### src/rtl/i2s_hw_pkg.sv
package i2s_hw_pkg;

    // Phase of the serial clock sequencer.
    typedef enum logic [1:0] {
        ST_IDLE = 2'd0,
        ST_LOW  = 2'd1,
        ST_HIGH = 2'd2
    } clk_phase_e;

endpackage

### src/rtl/i2s_hw_timing.sv
module i2s_hw_timing
    import i2s_hw_pkg::*;
#(
    parameter int HW_W = 16,
    parameter int POS_W = 6
) (
    input  logic       clk,
    input  logic       rst_n,
    input  logic       enable,
    input  logic       tick,
    input  logic       mode24_in,
    input  logic       cpol_in,
    output clk_phase_e phase,
    output logic       mode_q,
    output logic       pol_q,
    output logic       start_ev,
    output logic       shift_ev,
    output logic       sample_ev,
    output logic       load_ev,
    output logic       load_lo,
    output logic       done_ev,
    output logic       done_lo,
    output logic       side,
    output logic       line_idle,
    output logic       sck,
    output logic       ws
);
    localparam int HW_LOG = $clog2(HW_W);

    clk_phase_e       phase_nx;
    logic [POS_W-1:0] pos;
    logic [POS_W-1:0] next_pos;
    logic [POS_W-1:0] ahead;

    assign next_pos = pos + POS_W'(1);
    assign ahead    = pos + POS_W'(2);

    // State register
    always_ff @(posedge clk or negedge rst_n) begin
        if (!rst_n) phase <= ST_IDLE;
        else        phase <= phase_nx;
    end

    // Next state and edge events
    always_comb begin
        phase_nx  = phase;
        start_ev  = 1'b0;
        sample_ev = 1'b0;
        shift_ev  = 1'b0;
        unique case (phase)
            ST_IDLE: begin
                if (enable) begin
                    phase_nx = ST_LOW;
                    start_ev = 1'b1;
                end
            end
            ST_LOW: begin
                if (!enable) begin
                    phase_nx = ST_IDLE;
                end else if (tick) begin
                    phase_nx  = ST_HIGH;
                    sample_ev = 1'b1;
                end
            end
            ST_HIGH: begin
                if (!enable) begin
                    phase_nx = ST_IDLE;
                end else if (tick) begin
                    phase_nx = ST_LOW;
                    shift_ev = 1'b1;
                end
            end
            default: phase_nx = ST_IDLE;
        endcase
    end

    // Bit position, word select and configuration capture
    always_ff @(posedge clk or negedge rst_n) begin
        if (!rst_n) begin
            pos    <= '0;
            ws     <= 1'b0;
            mode_q <= 1'b0;
            pol_q  <= 1'b0;
        end else begin
            if (phase == ST_IDLE) begin
                mode_q <= mode24_in;
                pol_q  <= cpol_in;
                pos    <= '0;
                ws     <= 1'b0;
            end else if (shift_ev) begin
                pos <= next_pos;
                ws  <= ahead[POS_W-1];
            end
        end
    end

    // Outputs
    always_comb begin
        load_ev   = start_ev | (shift_ev & (next_pos[HW_LOG-1:0] == '0));
        load_lo   = shift_ev & next_pos[HW_LOG];
        done_ev   = sample_ev & (pos[HW_LOG-1:0] == '1);
        done_lo   = pos[HW_LOG];
        side      = pos[POS_W-1];
        line_idle = (phase == ST_IDLE);
        sck       = (phase == ST_HIGH) ^ pol_q;
    end

endmodule

### src/rtl/i2s_hw_tx.sv
module i2s_hw_tx #(
    parameter int HW_W = 16,
    parameter int PAD_W = 8
) (
    input  logic            clk,
    input  logic            rst_n,
    input  logic            start_ev,
    input  logic            shift_ev,
    input  logic            load_ev,
    input  logic            load_lo,
    input  logic            line_idle,
    input  logic            mode_q,
    input  logic            wr,
    input  logic [HW_W-1:0] wdata,
    output logic            empty,
    output logic            sd,
    output logic            underrun
);
    logic            full;
    logic [HW_W-1:0] hold;
    logic [HW_W-1:0] shreg;
    logic [HW_W-1:0] load_val;

    always_comb begin
        if (mode_q && load_lo) load_val = {hold[HW_W-1:PAD_W], {PAD_W{1'b0}}};
        else                   load_val = hold;
    end

    always_ff @(posedge clk or negedge rst_n) begin
        if (!rst_n) begin
            full     <= 1'b0;
            hold     <= '0;
            shreg    <= '0;
            underrun <= 1'b0;
        end else begin
            if (full) begin
                full <= !load_ev;
            end else if (wr) begin
                full <= 1'b1;
                hold <= wdata;
            end

            if (load_ev) begin
                shreg <= full ? load_val : '0;
            end else if (shift_ev) begin
                shreg <= {shreg[HW_W-2:0], 1'b0};
            end else if (line_idle) begin
                shreg <= '0;
            end

            if (start_ev)                underrun <= !full;
            else if (load_ev && !full)   underrun <= 1'b1;
        end
    end

    assign empty = !full;
    assign sd    = shreg[HW_W-1];

endmodule

### src/rtl/i2s_hw_rx.sv
module i2s_hw_rx #(
    parameter int HW_W = 16,
    parameter int PAD_W = 8
) (
    input  logic            clk,
    input  logic            rst_n,
    input  logic            start_ev,
    input  logic            sample_ev,
    input  logic            done_ev,
    input  logic            done_lo,
    input  logic            mode_q,
    input  logic            sd,
    input  logic            rd,
    output logic [HW_W-1:0] rdata,
    output logic            valid,
    output logic            overrun
);
    logic [HW_W-1:0] shreg;
    logic [HW_W-1:0] word;
    logic [HW_W-1:0] word_m;
    logic            still_valid;

    always_comb begin
        word        = {shreg[HW_W-2:0], sd};
        word_m      = (mode_q && done_lo) ? {word[HW_W-1:PAD_W], {PAD_W{1'b0}}} : word;
        still_valid = valid && !rd;
    end

    always_ff @(posedge clk or negedge rst_n) begin
        if (!rst_n) begin
            shreg   <= '0;
            rdata   <= '0;
            valid   <= 1'b0;
            overrun <= 1'b0;
        end else if (start_ev) begin
            shreg   <= '0;
            valid   <= 1'b0;
            overrun <= 1'b0;
        end else begin
            if (sample_ev) shreg <= word;
            if (done_ev) begin
                valid <= 1'b1;
                if (still_valid) overrun <= 1'b1;
                else             rdata   <= word_m;
            end else begin
                valid <= still_valid;
            end
        end
    end

endmodule

### src/rtl/i2s_hw_port.sv
module i2s_hw_port
    import i2s_hw_pkg::*;
#(
    parameter int HW_W = 16,
    parameter int PAD_W = 8
) (
    input  logic            clk,
    input  logic            rst_n,
    input  logic            enable,
    input  logic            mode24,
    input  logic            cpol,
    input  logic            tick,
    input  logic            tx_wr,
    input  logic [HW_W-1:0] tx_wdata,
    output logic            tx_empty,
    input  logic            rx_rd,
    output logic [HW_W-1:0] rx_rdata,
    output logic            rx_valid,
    output logic            chan_side,
    output logic            underrun,
    output logic            overrun,
    output logic            sck,
    output logic            ws,
    output logic            sd_out,
    input  logic            sd_in
);
    localparam int SLOT_W = 2 * HW_W;
    localparam int POS_W  = $clog2(2 * SLOT_W);

    clk_phase_e phase;
    logic       mode_q;
    logic       pol_q;
    logic       start_ev;
    logic       shift_ev;
    logic       sample_ev;
    logic       load_ev;
    logic       load_lo;
    logic       done_ev;
    logic       done_lo;
    logic       line_idle;

    i2s_hw_timing #(.HW_W(HW_W), .POS_W(POS_W)) u_timing (
        .clk       (clk),
        .rst_n     (rst_n),
        .enable    (enable),
        .tick      (tick),
        .mode24_in (mode24),
        .cpol_in   (cpol),
        .phase     (phase),
        .mode_q    (mode_q),
        .pol_q     (pol_q),
        .start_ev  (start_ev),
        .shift_ev  (shift_ev),
        .sample_ev (sample_ev),
        .load_ev   (load_ev),
        .load_lo   (load_lo),
        .done_ev   (done_ev),
        .done_lo   (done_lo),
        .side      (chan_side),
        .line_idle (line_idle),
        .sck       (sck),
        .ws        (ws)
    );

    i2s_hw_tx #(.HW_W(HW_W), .PAD_W(PAD_W)) u_tx (
        .clk       (clk),
        .rst_n     (rst_n),
        .start_ev  (start_ev),
        .shift_ev  (shift_ev),
        .load_ev   (load_ev),
        .load_lo   (load_lo),
        .line_idle (line_idle),
        .mode_q    (mode_q),
        .wr        (tx_wr),
        .wdata     (tx_wdata),
        .empty     (tx_empty),
        .sd        (sd_out),
        .underrun  (underrun)
    );

    i2s_hw_rx #(.HW_W(HW_W), .PAD_W(PAD_W)) u_rx (
        .clk       (clk),
        .rst_n     (rst_n),
        .start_ev  (start_ev),
        .sample_ev (sample_ev),
        .done_ev   (done_ev),
        .done_lo   (done_lo),
        .mode_q    (mode_q),
        .sd        (sd_in),
        .rd        (rx_rd),
        .rdata     (rx_rdata),
        .valid     (rx_valid),
        .overrun   (overrun)
    );

endmodule

### config.mk
export PLATFORM = sky130hd
export DESIGN_NAME = i2s_hw_port
export DESIGN_NICKNAME = d
export VERILOG_FILES = /design/src/rtl/i2s_hw_pkg.sv /design/src/rtl/i2s_hw_timing.sv /design/src/rtl/i2s_hw_tx.sv /design/src/rtl/i2s_hw_rx.sv /design/src/rtl/i2s_hw_port.sv
export SDC_FILE = /design/constraint.sdc
export NUM_CORES = 1
export LEC_CHECK = 0
export BUFFER_PORTS_ARGS = -buffer_cell sky130_fd_sc_hd__buf_4
export CAP_MARGIN = 20
export CELL_PAD_IN_SITES_DETAIL_PLACEMENT = 1
export CELL_PAD_IN_SITES_GLOBAL_PLACEMENT = 2
export CORE_ASPECT_RATIO = 1.75
export CORE_MARGIN = 4
export CORE_UTILIZATION = 35
export DETAILED_ROUTE_END_ITERATION = 12
export GPL_TIMING_DRIVEN = 0
export MAX_ROUTING_LAYER = met4
export PLACE_DENSITY = 0.74
export SLEW_MARGIN = 20
export SYNTH_ARGS = -nofsm -noshare
export SYNTH_HDL_FRONTEND = slang
export SYNTH_SLANG_ARGS = --single-unit
export TNS_END_PERCENT = 20
### constraint.sdc
create_clock -name clk -period 2.1 [get_ports clk]
set_input_delay 0.105 -clock clk [delete_from_list [all_inputs] [get_ports clk]]
set_output_delay 0.105 -clock clk [all_outputs]
set_load 0.02 [all_outputs]
Yosys cells after proc, flatten, opt, wreduce, memory -nomap -nowiden
Index checks and enable logic that the tools add are counted.
- add/subtract/negate cells: 2
- eq/ne operators: 6
- multiplexer cells: 33
- bitwise operators: 8
- reductions and logical operators: 19
- operators with widths (kind ; count):
    $mux W16 ; 4
    $mux W15 ; 2
    $mux W1 ; 17
    $mux W8 ; 2
    $mux W6 ; 2
    $mux W2 ; 5
    $reduce_bool A2 Y1 ; 5
    $add A6 B1 Y6 const B ; 1
    $add A6 B2 Y6 const B ; 1
    $ne A3 B3 Y1 const B ; 2
    $pmux W2 S3 ; 1
    $reduce_and A3 Y1 ; 2
    $eq A4 B4 Y1 const B ; 1
    $logic_and A1 B1 Y1 ; 4
    $logic_not A4 Y1 ; 1
    $reduce_and A2 Y1 ; 2
    $and A1 B1 Y1 ; 3
    $logic_not A1 Y1 ; 3
    $not A1 Y1 ; 3
    $reduce_bool A3 Y1 ; 1
    $eq A2 B1 Y1 const B ; 1
    $eq A2 B2 Y1 const B ; 1
    $logic_not A2 Y1 ; 1
    $ne A2 B2 Y1 const B ; 1
    other kinds (2) ; 2
- bits in registers: 78
- output and inout bits: 24
- logic and storage cells: 81

Longest topological paths before layout
- depth after elaboration: 8
- gate-level depth with buffers: 8
- depth with buffers taken out: 6

Modules after synthesis
A second synthesis with hierarchy kept.
- cell total of the unflattened synthesis: 273
- area total of the unflattened synthesis: 3403.3 µm²
- by module, submodules not included (module ; instances ; cells each ; area each (µm²) ; seq. area each (µm²)):
    i2s_hw_tx ; 1 ; 106 ; 1395.1 ; 850.8
    i2s_hw_rx ; 1 ; 107 ; 1362.6 ; 825.8
    i2s_hw_timing ; 1 ; 60 ; 645.6 ; 275.3

Least setup slack after synthesis
No wires, ideal clock.
- kind: register -> register
- from: register u_timing.pos[0]
- to: register u_tx.shreg[13]
- library setup time: 137 ps
- data arrival time: 1752 ps
- required time: 1963 ps
- slack: 211 ps
- stages on the path, launching flop included: 8
- buffers on the path: 1
- clock period less this slack: 1889 ps
- path through: dfrtp_1 -> ha_1 -> or2_2 -> o21ai_0 -> a31oi_2 -> buf_2 -> a2bb2oi_1 -> a21oi_1
- word-level cells in the longest chain between the ends: 5
- elaborated cells on any way between the ends: 6
- RTL lines (item ; line ; text):
    start, declared ; i2s_hw_timing.sv:31 ; logic [POS_W-1:0] pos;
    start signal, assigned ; i2s_hw_timing.sv:91 ; pos <= next_pos;
    $add A6 B1 Y6 * ; i2s_hw_timing.sv:35 ; assign next_pos = pos + POS_W'(1);
    $logic_not A4 Y1 * ; i2s_hw_timing.sv:99 ; load_ev = start_ev | (shift_ev & (next_pos[HW_LOG-1:0] == '0));
    $and A1 B1 Y1 * ; i2s_hw_timing.sv:99 ;
    $or A1 B1 Y1 * ; i2s_hw_timing.sv:99 ;
    $reduce_bool A3 Y1 (no source line) / $mux W16 (equally long branches) ; n/a ;
    end signal, assigned ; i2s_hw_tx.sv:44 ; shreg <= full ? load_val : '0;
    end signal, assigned ; i2s_hw_tx.sv:46 ; shreg <= {shreg[HW_W-2:0], 1'b0};
    end, declared ; i2s_hw_tx.sv:21 ; logic [HW_W-1:0] shreg;
Every way passes the cells marked *; elsewhere a longest branch is shown, timed or not.
A chain may end at the register's enable or synchronous reset.

Final worst setup path
- from: register u_timing.phase[1]
- to: register u_tx.shreg[15]
- word-level cells in the longest chain between the ends: 5
- elaborated cells on any way between the ends: 9
- RTL lines (item ; line ; text):
    start, declared ; i2s_hw_timing.sv:13 ; output clk_phase_e phase,
    start signal, assigned ; i2s_hw_timing.sv:41 ; else phase <= phase_nx;
    $eq A2 B2 Y1 ; i2s_hw_timing.sv:50 ; unique case (phase)
    $mux W1 ; i2s_hw_timing.sv:50 ;
    $and A1 B1 Y1 ; i2s_hw_timing.sv:99 ;
    $or A1 B1 Y1 ; i2s_hw_timing.sv:99 ;
    $reduce_bool A3 Y1 (no source line) / $mux W16 (equally long branches) ; n/a ;
Several ways; a longest one is shown, not always the timed one.

==> flow_summary.yaml <==
global_route:
  grt_pass1_vias: 2760
  antenna_found_initial: 0
  grt_start_max_net_pins: 79
  grt_pass1_wl_um: 13800
  grt_overflow: 0
  grt_usage: 0.154
clock_tree:
  clock_path_buffers: 2
  cts.sink_count: 78
  clkTransAtPathRegs_ns: 0.06
  cts-buffers-inserted: 9
  htree_levels: 3
  cts_root_buf: "clkbuf_16"
  cts_tree: "done"
  insertion_delay_ns: 0.33
worst_setup_path:
  path_cells: "buf_6 > and4b_1 > buf_6 > and3_4 > a211oi_4 > buf_6 > a2bb2oi_1 > a21oi_1"
  crit_arrival_ns: 2.14
  cp_max_fo: 10
  required_ns: 2.29
  slowest_stage: "dfrtp_1"
  cp-start-kind: "flip-flop"
  endpoint_kind: "flip-flop"
  crit_type: "flip-flop to flip-flop"
  critPathMostFrequentCell: "buf_6"
  max_stage_delay_ns: 0.39
sta:
  final_hold_viol_count: 0
  tightest_slew_ns: 0.740
  holdWs_ns: 0.00604
  fin_crit_ns: 1.95
  postLayoutSetupSlackWorst_ns: 0.152
  relSlewSlack: 0.507
  setup_tns_ns: 0
  fmax_mhz: 513
  finalSetupViolations: 0
  clock_skew_ns: 0.00641
  finalCritPeriodShare: 0.928
  finalMaxSlewViolations: 0
  rsz0062_at_grt: "no"
hold_path:
  hp-class: "input pin to flip-flop"
placed_design:
  place_area_mm2: 0.00395
  io_buffer_count: 47
  place_ws_ns: -0.130
  place_congestion: 0.748
  dp_hpwl_um: 5830
power_and_ir_drop:
  p_leak_nw: 2.08
  power_density_mw_per_mm2: 879
  total_power_mw: 3.90
  peakVddDrop_uv: 592
route:
  final_antenna_net_count: 0
  dr.first_iter.drc_count: 86
  vias: 2721
  drc: 0
  avgViaCountPerCell: 4.95
  dr.pass1.iters: 4
  routed_wl_um: 8090
  wl_per_cell_um: 14.7
yosys:
  synth_edf_count: 0
  syn-num-nets: 374
  avgSynthCellArea_um2: 9.93
  yosysSeqAreaShare: 0.567
  synthArstFlopShare: 1.00
  synth_area_leaders: "dfrtp_1, nand2_1, a21oi_1"
  yosysTopAreaCellShare: 0.567
  syn_area_mm2: 0.00344
  ys_warn_count: 0
  synth_seq_cells: 78
  ys.flop_type: "dfrtp_1"
  synth_cell_types: 39
  yosys.area.top_type: "dfrtp_1"
  syn_inst: 347
final_layout:
  area_delta_synth_final_pct: 28.7
  post-route-cell-area_mm2: 0.00443
  diodes: 0
  layout_common_cells: "nand2_1, dfrtp_1, buf_4, a21oi_1, nor2_1"
  layout_commonest_cell: "nand2_1"
  nNetsFinal: 451
  layout-drive-gt1-share: 0.245
die:
  pin_count: 49
  coreArea_mm2: 0.00953
  die_y_um: 139
  fp.dieW_um: 83.0
  std_cell_rows: 47
  start_util: 0.362
  die_area_mm2: 0.0116
run_status:
  status: "completed"
run:
  maxCapViolations: 0
per-layer routing:
layer / vias to the layer above / track usage / part of all wire
li1: 1329 / - / -
met1: 1338 / 0.158 / 0.38
met2: 42 / 0.278 / 0.56
met3: 12 / 0.0355 / 0.036
met4: 0 / 0.0620 / 0.019
met5: - / - / 0
layout make-up:
class | instances | area [µm²]
plain buffers | 21 | 114
clock buffers | 14 | 264
clock inverters | 1 | 5.00
fillers | 1085 | 5090
inverters | 3 | 11.3
multi-input cells | 245 | 1380
flip-flops and latches | 78 | 1950
well taps | 122 | 153
repair buffers | 66 | 549
timing repair:
item                       in CTS  in global routing
cloned                          0                  0
setup buffers                   2                  2
hold buffers                   15                  0
hold endpoints to repair       83                  0
resized for setup               7                  2
pin swaps                       2                  0
setup endpoints to repair      30                 17
cell families after synthesis:
family                   synth area share
multiplexers                       0.0588
buffers and inverters              0.0356
XOR/XNOR                           0.0102
flip-flops                          0.567
AND/OR/NAND/NOR                     0.197
adder cells (fa/ha/maj)           0.00726
AO/OA/AOI/OAI                       0.125
final timing paths:
kind	slack, ns	end	from	depth (start not counted)
worst min register to register	0.46	u_rx.rdata[15]	u_rx.shreg[14]	2
worst max-delay path	0.15	u_tx.shreg[15]	u_timing.phase[1]	8
worst max register to register	0.15	u_tx.shreg[15]	u_timing.phase[1]	8
worst min-delay path	0.006	u_tx.hold[8]	tx_wdata[8]	2
max in group asynchronous	1.16	u_timing.pos[0]	rst_n	2
min in group asynchronous	0.34	u_rx.rdata[10]	rst_n	2
flip-flops by register name, summed over array words and instances, names as in the netlist:
signal / flops
u_rx.valid: 1
u_tx.full: 1
u_tx.shreg: 16
u_tx.hold: 16
u_timing.pol_q: 1
u_timing.pos: 6
u_rx.overrun: 1
u_timing.mode_q: 1
u_rx.shreg: 15
u_timing.phase: 2
u_rx.rdata: 16
u_tx.underrun: 1
u_timing.ws: 1
synthesized netlist by cell type, types with 4 or more instances:
cell type	n
clkbuf_1	9
nor2_1	22
a2bb2oi_1	6
or3_1	7
mux2_2	18
buf_2	4
nand3_1	10
dfrtp_1	78
o21ai_0	6
nand2_1	94
a21oi_1	42
where the power goes:
group / total (mW) / leakage [nW] / internal (mW) / switching, mW
clock: 1.42 / 0.133 / 0.857 / 0.567
combinational: 0.643 / 0.932 / 0.335 / 0.307
sequential: 1.83 / 1.02 / 1.72 / 0.117
per-stage QoR:
stage | util | instances
floorplan | - | 347
global placement | 0.415 | 516
detailed placement | 0.415 | 516
CTS | 0.463 | 548
global route | 0.465 | 550
finish | 0.465 | 550
worst max-delay path, delay by kind of cell, from the launching register on:
family	cells	cell delay, ns
AO/OA/AOI/OAI	3	0.55
buffers and inverters	3	0.47
flip-flops	1	0.39
AND/OR/NAND/NOR	2	0.39
No activity file was read; power rests on OpenSTA's default activity.
